<file path="config.mk">
export PLATFORM = sky130hd
export DESIGN_NAME = pwm_xbar
export DESIGN_NICKNAME = d
export VERILOG_FILES = /design/src/rtl/pwm_xbar_pkg.sv /design/src/rtl/pwm_xbar_gate.sv /design/src/rtl/pwm_xbar_sel.sv /design/src/rtl/pwm_xbar.sv
export SDC_FILE = /design/constraint.sdc
export NUM_CORES = 1
export LEC_CHECK = 0
export ABC_AREA = 1
export BUFFER_PORTS_ARGS = -buffer_cell sky130_fd_sc_hd__buf_2
export CORE_ASPECT_RATIO = 1.25
export CORE_MARGIN = 8
export CORE_UTILIZATION = 35
export CTS_CLUSTER_DIAMETER = 40
export DETAILED_ROUTE_END_ITERATION = 16
export GPL_ROUTABILITY_DRIVEN = 0
export PLACE_DENSITY = 0.69
export SETUP_SLACK_MARGIN = 0.15
export SLEW_MARGIN = 20
export SYNTH_ARGS = -nofsm -noshare
export SYNTH_HDL_FRONTEND = slang
export SYNTH_HIERARCHICAL = 1
export SYNTH_SLANG_ARGS = --single-unit
</file>
<file path="constraint.sdc">
create_clock -name clk -period 2.4 [get_ports clk]
set_input_delay 0.24 -clock clk [delete_from_list [all_inputs] [get_ports clk]]
set_output_delay 0.24 -clock clk [all_outputs]
set_load 0.005 [all_outputs]
</file>
<file path="src/rtl/pwm_xbar_pkg.sv">
package pwm_xbar_pkg;

  typedef enum logic [3:0] {
    SRC_OWN   = 4'd0,
    SRC_EDGE  = 4'd1,
    SRC_OWN_C = 4'd2,
    SRC_CROSS = 4'd3,
    SRC_N1_A  = 4'd4,
    SRC_N1_B  = 4'd5,
    SRC_N1_C  = 4'd6,
    SRC_N2_C  = 4'd7,
    SRC_N3_C  = 4'd8
  } src_sel_e;

  typedef struct packed {
    logic a;
    logic b;
    logic c;
    logic ea;
    logic eb;
  } chan_sig_t;

  function automatic int nbr_idx(input int n, input int k, input int nch);
    return (n + k) % nch;
  endfunction

endpackage

</file>
<file path="src/rtl/pwm_xbar_gate.sv">
module pwm_xbar_gate
  import pwm_xbar_pkg::*;
(
  input  chan_sig_t raw,
  input  logic      fault,
  input  logic      en_a,
  input  logic      en_b,
  output chan_sig_t gated
);

  logic pass_a;
  logic pass_b;
  logic pass_c;

  always_comb begin
    pass_a = en_a & ~fault;
    pass_b = en_b & ~fault;
    pass_c = ~fault;
    gated.a  = raw.a  & pass_a;
    gated.ea = raw.ea & pass_a;
    gated.b  = raw.b  & pass_b;
    gated.eb = raw.eb & pass_b;
    gated.c  = raw.c  & pass_c;
  end

endmodule

</file>
<file path="src/rtl/pwm_xbar_sel.sv">
module pwm_xbar_sel
  import pwm_xbar_pkg::*;
#(
  parameter int  MODE_W = 4,
  parameter bit  IS_B   = 1'b0
) (
  input  chan_sig_t          own,
  input  chan_sig_t          nb1,
  input  chan_sig_t          nb2,
  input  chan_sig_t          nb3,
  input  logic [MODE_W-1:0]  mode,
  output logic               y
);

  logic self_sig;
  logic edge_sig;
  logic cross_sig;

  generate
    if (IS_B) begin : g_pin_b
      assign self_sig  = own.b;
      assign edge_sig  = own.eb;
      assign cross_sig = own.a;
    end else begin : g_pin_a
      assign self_sig  = own.a;
      assign edge_sig  = own.ea;
      assign cross_sig = own.b;
    end
  endgenerate

  always_comb begin
    y = self_sig;
    if (mode <= MODE_W'(8)) begin
      case (src_sel_e'(mode[3:0]))
        SRC_EDGE:  y = edge_sig;
        SRC_OWN_C: y = own.c;
        SRC_CROSS: y = cross_sig;
        SRC_N1_A:  y = nb1.a;
        SRC_N1_B:  y = nb1.b;
        SRC_N1_C:  y = nb1.c;
        SRC_N2_C:  y = nb2.c;
        SRC_N3_C:  y = nb3.c;
        default:   y = self_sig;
      endcase
    end
  end

endmodule

</file>
<file path="src/rtl/pwm_xbar.sv">
module pwm_xbar
  import pwm_xbar_pkg::*;
#(
  parameter int NCH    = 5,
  parameter int MODE_W = 4
) (
  input  logic                  clk,
  input  logic                  rst,
  input  logic [NCH-1:0]        raw_a,
  input  logic [NCH-1:0]        raw_b,
  input  logic [NCH-1:0]        raw_c,
  input  logic [NCH-1:0]        edge_a,
  input  logic [NCH-1:0]        edge_b,
  input  logic [NCH-1:0]        fault,
  input  logic [NCH-1:0]        en_a,
  input  logic [NCH-1:0]        en_b,
  input  logic [NCH*MODE_W-1:0] mode_a,
  input  logic [NCH*MODE_W-1:0] mode_b,
  output logic [NCH-1:0]        out_a,
  output logic [NCH-1:0]        out_b
);

  chan_sig_t gated [NCH];
  logic [NCH-1:0] nxt_a;
  logic [NCH-1:0] nxt_b;

  genvar n;
  generate
    for (n = 0; n < NCH; n++) begin : g_ch
      localparam int N1 = nbr_idx(n, 1, NCH);
      localparam int N2 = nbr_idx(n, 2, NCH);
      localparam int N3 = nbr_idx(n, 3, NCH);

      chan_sig_t raw_n;
      assign raw_n = '{a: raw_a[n], b: raw_b[n], c: raw_c[n],
                       ea: edge_a[n], eb: edge_b[n]};

      pwm_xbar_gate u_gate (
        .raw   (raw_n),
        .fault (fault[n]),
        .en_a  (en_a[n]),
        .en_b  (en_b[n]),
        .gated (gated[n])
      );

      pwm_xbar_sel #(.MODE_W(MODE_W), .IS_B(1'b0)) u_sel_a (
        .own  (gated[n]),
        .nb1  (gated[N1]),
        .nb2  (gated[N2]),
        .nb3  (gated[N3]),
        .mode (mode_a[n*MODE_W +: MODE_W]),
        .y    (nxt_a[n])
      );

      pwm_xbar_sel #(.MODE_W(MODE_W), .IS_B(1'b1)) u_sel_b (
        .own  (gated[n]),
        .nb1  (gated[N1]),
        .nb2  (gated[N2]),
        .nb3  (gated[N3]),
        .mode (mode_b[n*MODE_W +: MODE_W]),
        .y    (nxt_b[n])
      );

      always_ff @(posedge clk) begin
        if (rst) begin
          out_a[n] <= 1'b0;
          out_b[n] <= 1'b0;
        end else begin
          out_a[n] <= nxt_a[n];
          out_b[n] <= nxt_b[n];
        end
      end

      AST_FAULT_BLANKS_OWN: assert property (@(posedge clk) disable iff (rst)
        (fault[n] && mode_a[n*MODE_W +: MODE_W] <= MODE_W'(3)) |=> !out_a[n]);

      AST_ENA_CLEARS_OWN: assert property (@(posedge clk) disable iff (rst)
        (!en_a[n] && mode_a[n*MODE_W +: MODE_W] == MODE_W'(0)) |=> !out_a[n]);

      AST_CROSS_B_TO_A: assert property (@(posedge clk) disable iff (rst)
        (mode_a[n*MODE_W +: MODE_W] == MODE_W'(3) && !fault[n] && en_b[n])
          |=> out_a[n] == $past(raw_b[n]));

      AST_RESERVED_PASS: assert property (@(posedge clk) disable iff (rst)
        (mode_b[n*MODE_W +: MODE_W] >= MODE_W'(9) && !fault[n] && en_b[n])
          |=> out_b[n] == $past(raw_b[n]));

      AST_WRAP_N2_C: assert property (@(posedge clk) disable iff (rst)
        (mode_a[n*MODE_W +: MODE_W] == MODE_W'(7) && !fault[N2])
          |=> out_a[n] == $past(raw_c[N2]));

      AST_N1_A_DEST_EN_IGNORED: assert property (@(posedge clk) disable iff (rst)
        (mode_b[n*MODE_W +: MODE_W] == MODE_W'(4) && !fault[N1] && en_a[N1])
          |=> out_b[n] == $past(raw_a[N1]));
    end
  endgenerate

  AST_RESET_CLEAR: assert property (@(posedge clk)
    rst |=> (out_a == '0 && out_b == '0));

endmodule

</file>
After elaboration in Yosys (flattened, before gate mapping)
Index checks and enable logic that the tools add are counted.
{"block": "classes", "bitwise": 40, "magnitude_cmp": 10, "muxes": 20, "n_eq_ne": 80}
{"operator": "$eq 4x3->1 const B", "n": 40}
{"operator": "$eq 4x2->1 const B", "n": 20}
{"operator": "$pmux 1 s8", "n": 10}
{"operator": "$eq 4x1->1 const B", "n": 10}
{"operator": "$eq 4x4->1 const B", "n": 10}
{"operator": "$le 4x4->1 const B", "n": 10}
{"operator": "$and 1x1->1", "n": 35}
{"operator": "$mux 1", "n": 10}
{"operator": "$not 1->1", "n": 5}
{"block": "word_totals", "regBits": 10, "in_bits": 82, "word_cells": 160}

Logic depth before layout (Yosys ltp)
Gate-level depths: netlist (run 1).
{"block": "depth", "depth_word": 5, "depth_mapped": 11, "depth_no_buf": 11}

Hierarchy
Netlist (run 1), hierarchy kept.
{"module": "pwm_xbar_sel", "instances": 10, "cells_each": 33, "area_per_inst_um2": 140.1}
{"module": "pwm_xbar", "instances": 1, "cells_each": 31, "area_per_inst_um2": 286.5}
{"module": "pwm_xbar_gate", "instances": 5, "cells_each": 13, "area_per_inst_um2": 48.8}

Worst setup path after synthesis (run 1)
OpenSTA, ideal clock, no wires.
{"block": "synth_path", "path_type": "input to register", "from": "in raw_c[3]", "to": "reg out_a[0]", "setup_slack_ns": 1.356, "arrival_ns": 0.980, "t_required_ns": 2.336, "path_stages": 10, "cell_sequence": "inv_1 -> nor2_1 -> nand2_1 -> inv_1 -> nand3_1 -> nand2_1 -> nor2_1 -> nand3_1 -> inv_1 -> nor2_1"}
{"element": "start: declaration", "line": "pwm_xbar.sv:11", "text": "input logic [NCH-1:0] raw_c,"}
{"element": "end signal: indexed assignment", "line": "pwm_xbar.sv:69", "text": "out_a[n] <= nxt_a[n];"}
{"element": "end: declaration", "line": "pwm_xbar.sv:19", "text": "output logic [NCH-1:0] out_a,"}

==> results of run 1 <==
## registers in the layout, summed over array words and instances (netlist names)
| register | count |
|---|---|
| out_b | 5 |
| out_a | 5 |
## final timing paths
| path | endpoint | slack, ns | cells after the start |
|---|---|---|---|
| hold / removal | out_b[2] | 0.32 | 2 |
| setup / recovery | out_b[2] | 1.14 | 10 |
## cells by family (layout without fill, tap and decap cells)
logic type	after synthesis	count (layout)	share of synthesized area
AND/OR/NAND/NOR	315	315	0.690
flip-flops	10	10	0.104
buffers and inverters	91	186	0.181
AO/OA/AOI/OAI	10	10	0.0259
## power breakdown
group | switching (mW) | total (mW) | internal, mW
Combinational | 0.171 | 0.285 | 0.114
Clock | 0.0613 | 0.171 | 0.109
Sequential | 0.00240 | 0.177 | 0.175
## final cells by class
class                      instances  area [µm²]
sequential                        10         200
tap                               64        80.1
multi-input combinational        325        1380
inverter                          90         338
clock buffer                       3        41.3
timing repair buffer              93         470
fill                             637        2860
## cell usage after synthesis (all sizes together)
cell type,instances,area share
nand3b,10,0.039
buf,1,0.0058
dfxtp,10,0.10
o21ai,10,0.026
nor2,105,0.22
nand3,70,0.18
inv,90,0.17
nand2,130,0.25
## through the flow
stage | area [µm²] | setup slack (ns) | total power [mW]
after global routing | 2510 | 0.979 | 0.690
after detailed placement | 2470 | 0.883 | 0.465
after CTS | 2510 | 1.13 | 0.641
final | 2510 | 1.14 | 0.633
after global placement | 2470 | 0.896 | 0.460
after floorplan | 1930 | 1.36 | 0.326
## routing by layer
metal,GRT usage,vias up
li1,-,1473
met1,0.162,1127
met2,0.289,53
met3,0.0219,6
met4,0.0339,0
met5,0,-
## critical path, stage by stage
cell and delay, ns:
buf_2 0.11, nor2_1 0.56, nand2_1 0.11, inv_1 0.07, nand3_1 0.06, nand2_1 0.06, nor2_1 0.04, nand3_1 0.07
inv_1 0.04, nor2_1 0.06
==> results.yml, run 1 <==
yosys:
  ys_seq_area_frac: 0.104
  yosysWarnings: 6
  synthesis.area_um2: 1930
  synth_nets: 508
  synth_cell_types: 10
  netlist_instances: 426
  avgSynthCellArea_um2: 4.53
  ys_seq_elements: 10
grt:
  gr-total-overflow: 0
  grt_pass1_wl_um: 10200
  grt_pass1_vias: 2517
  grt_start_max_net_pins: 11
  antenna_found_initial: 0
  grt_use_total: 0.151
setup_path:
  crit_fanout: 8
  startpoint_type: "input pin"
  setup.worst_path.class: "input pin to flop"
  startpoint: "fault[0]"
  cp.required_ns: 2.57
  endpoint_kind: "flop"
  arrival_ns: 1.43
drt:
  met2_length_um: 3280
  highest_layer: "met4"
  drt_iter0_drc: 87
  drc: 0
  via_per_inst: 4.55
  drtPass1Iterations: 4
  wl_met3_um: 383
  wire_per_inst_um: 10.6
  antenna_left: 0
  vias: 2659
  wl_um: 6200
  wl_met1_um: 2500
floorplan:
  row_count: 30
  die_x_um: 82.5
  core-area_um2: 5370
  start_util: 0.360
  chipHeight_um: 99.1
  die-area_um2: 8170
  io_pins: 92
timing:
  tightest_slew_ns: 0.716
  layout_worst_path_cycle_share: 0.525
  tns_ns: 0
  hold_viol: 0
  setup-violations-final: 0
  max_slew_margin: 0.521
  slew_viol_final: 0
  layout_min_cycle_time_ns: 1.26
  rsz0062_at_grt: "no"
  fmax_mhz: 794
  whs_ns: 0.318
layout:
  utilization: 0.468
  syn_to_final_growth_pct: 30.1
  final_common_cell: "nand2_1"
  layout.nets: 605
  drive_gt1_frac: 0.213
  antennaDiodeCount: 0
  final-instance-count-excl-fill: 585
  final_cell_mix: "130 x nand2_1, 95 x nor2_1, 91 x buf_2, 85 x inv_1, 70 x nand3_1"
placed_design:
  place_inst: 582
  hpwlAfterDp_um: 5290
  io_buffer_count: 91
clock_network:
  htreeDepth: 1
  numCtsBuffers: 3
  clkTransAtPathRegs_ns: 0.05
  cts_tree: "yes"
  cts_buffer_depth: 2
  cts_hold_buf: 0
  cts.sinks: 10
  ctsResizeCount: 0
  post-cts-setup-buffers: 0
  clockRootBuffer: "clkbuf_8"
power_and_ir_drop:
  p_leak_nw: 1.66
  p_per_area_nw_per_um2: 252
  ir_drop_mv: 0.127
flow_run:
  maxCapViolCount: 0
min_path:
  worstHoldPathType: "input pin to flop"
  hold_start: "rst"
status:
  outcome: "completed"
Power figures use the tool's default switching activity.
==> run 2, diff against run 1 <==
==> constraint.sdc (replaced) <==
create_clock -name clk -period 1.3 [get_ports clk]
set_input_delay 0.13 -clock clk [delete_from_list [all_inputs] [get_ports clk]]
set_output_delay 0.13 -clock clk [all_outputs]
set_load 0.005 [all_outputs]
==> run 2 against run 1 <==
- setup slack got worse by 0.82 ns
- critical path type unchanged
- clock power rose by 96%
- critical path depth did not move
- combinational power rose by 91%
- core utilization rose by 1.4 points
- die area did not move
- count of clock-buffer cells in the layout did not move
- non-clock buffer count rose by 9
- hold slack got worse by 0.11 ns
==> results.yml, run 2 (same netlist as run 1, synthesis figures left out) <==
status:
  outcome: "completed"
setup_path:
  startpoint_type: "input pin"
  endpoint_kind: "flop"
  setup.worst_path.class: "input pin to flop"
  crit_fanout: 8
  arrival_ns: 1.15
  cp.required_ns: 1.47
timing:
  max_slew_margin: 0.701
  slew_viol_final: 0
  timing.final.ws_setup_ns: 0.323
  fmax_mhz: 1020
  tightest_slew_ns: 0.448
  layout_min_cycle_time_ns: 0.977
  hold_viol: 0
  rsz0062_at_grt: "no"
  setup-violations-final: 0
  layout_worst_path_cycle_share: 0.752
power_and_ir_drop:
  p_per_area_nw_per_um2: 466
  ir_drop_mv: 0.357
  p_leak_nw: 1.71
  power_mw: 1.21
grt:
  gr-total-overflow: 0
  antenna_found_initial: 0
  grt_pass1_vias: 2521
  grt_use_total: 0.147
  grt_start_max_net_pins: 11
  grt_pass1_wl_um: 9980
placed_design:
  pre_cts_ws_ns: -0.106
  place_area_um2: 2540
  hpwlAfterDp_um: 5310
  io_buffer_count: 91
floorplan:
  start_util: 0.360
  core-area_um2: 5370
  row_count: 30
  io_pins: 92
  die-area_um2: 8170
  chipHeight_um: 99.1
  die_x_um: 82.5
clock_network:
  numCtsBuffers: 3
  cts_tree: "yes"
  cts.sinks: 10
  clkTransAtPathRegs_ns: 0.05
  cts_buffer_depth: 2
  htreeDepth: 1
  clockRootBuffer: "clkbuf_8"
  cts_hold_buf: 0
layout:
  final_cell_mix: "130 x nand2_1, 91 x nor2_1, 91 x buf_2, 85 x inv_1, 70 x nand3_1"
  nFillCells: 598
  drive_gt1_frac: 0.234
  reg.largest.list: "out_a (5), out_b (5)"
  antennaDiodeCount: 0
  syn_to_final_growth_pct: 34.1
  final_area_um2: 2590
  layout.nets: 614
  final_common_cell: "nand2_1"
flow_run:
  maxCapViolCount: 0
drt:
  drtPass1Iterations: 4
  wire_per_inst_um: 10.4
  via_per_inst: 4.54
  antenna_left: 0
  drt_iter0_drc: 87
  vias: 2697
  wl_um: 6200
  drc: 0
min_path:
  worstHoldPathType: "input pin to flop"
run 2: cell types whose count changed in the layout (fill, tap and decap cells not counted):
cell and change:
buf_4 +9, nor2_1 -4, nor2_2 +4
run 2: path summary, 6_finish.rpt:
check	cells past startpoint	to	start
worst min-delay path	2	out_b[4]	rst
worst max-delay path	10	out_a[1]	fault[4]
run 2: area by class of cell:
cell class / instances / area, µm² / area share
Clock buffer: 3 / 41.3 / 0.0159
Inverter: 90 / 338 / 0.130
Multi-Input combinational cell: 325 / 1390 / 0.538
Sequential cell: 10 / 200 / 0.0773
Tap cell: 64 / 80.1 / 0.0309
Timing Repair Buffer: 102 / 538 / 0.208
run 2: worst max-delay path, cell delays in order:
cell,delay (ns)
buf_2,0.11
nor2_2,0.37
nand2_1,0.10
inv_1,0.06
nand3_1,0.07
nand2_1,0.07
nor2_1,0.04
nand3_1,0.08
inv_1,0.04
nor2_1,0.08
run 2: repair_timing:
item | 4_1_cts | 5_1_grt
pin swaps | 0 | 0
gates resized for setup | 1 | 3
setup buffers | 0 | 0
cloned | 0 | 0
setup endpoints to repair | 1 | 3
run 2: metrics by stage:
stage,utilization,TNS (ns),cells,hold WS [ns]
global route,0.483,0,594,0.228
finish,0.483,0,594,0.212
CTS,0.481,0,594,0.211
global placement,0.473,-0.0668,591,0.462
detailed placement,0.473,-0.236,591,0.461
floorplan,-,0,426,0.319
run 2: report_power, final:
group | switching, mW | internal [mW] | leakage (nW)
combinational | 0.319 | 0.226 | 1.61
clock | 0.131 | 0.204 | 0.0216
sequential | 0.00459 | 0.322 | 0.0815
total | 0.455 | 0.751 | 1.71
run 2: metal layers:
layer  GRT usage  up-vias  wire length (µm)
met1       0.152     1151              2510
met2       0.279       53              3260
li1            -     1489                 -
met5           0        -                 0
met4      0.0379        0                32
met3      0.0319        4               403
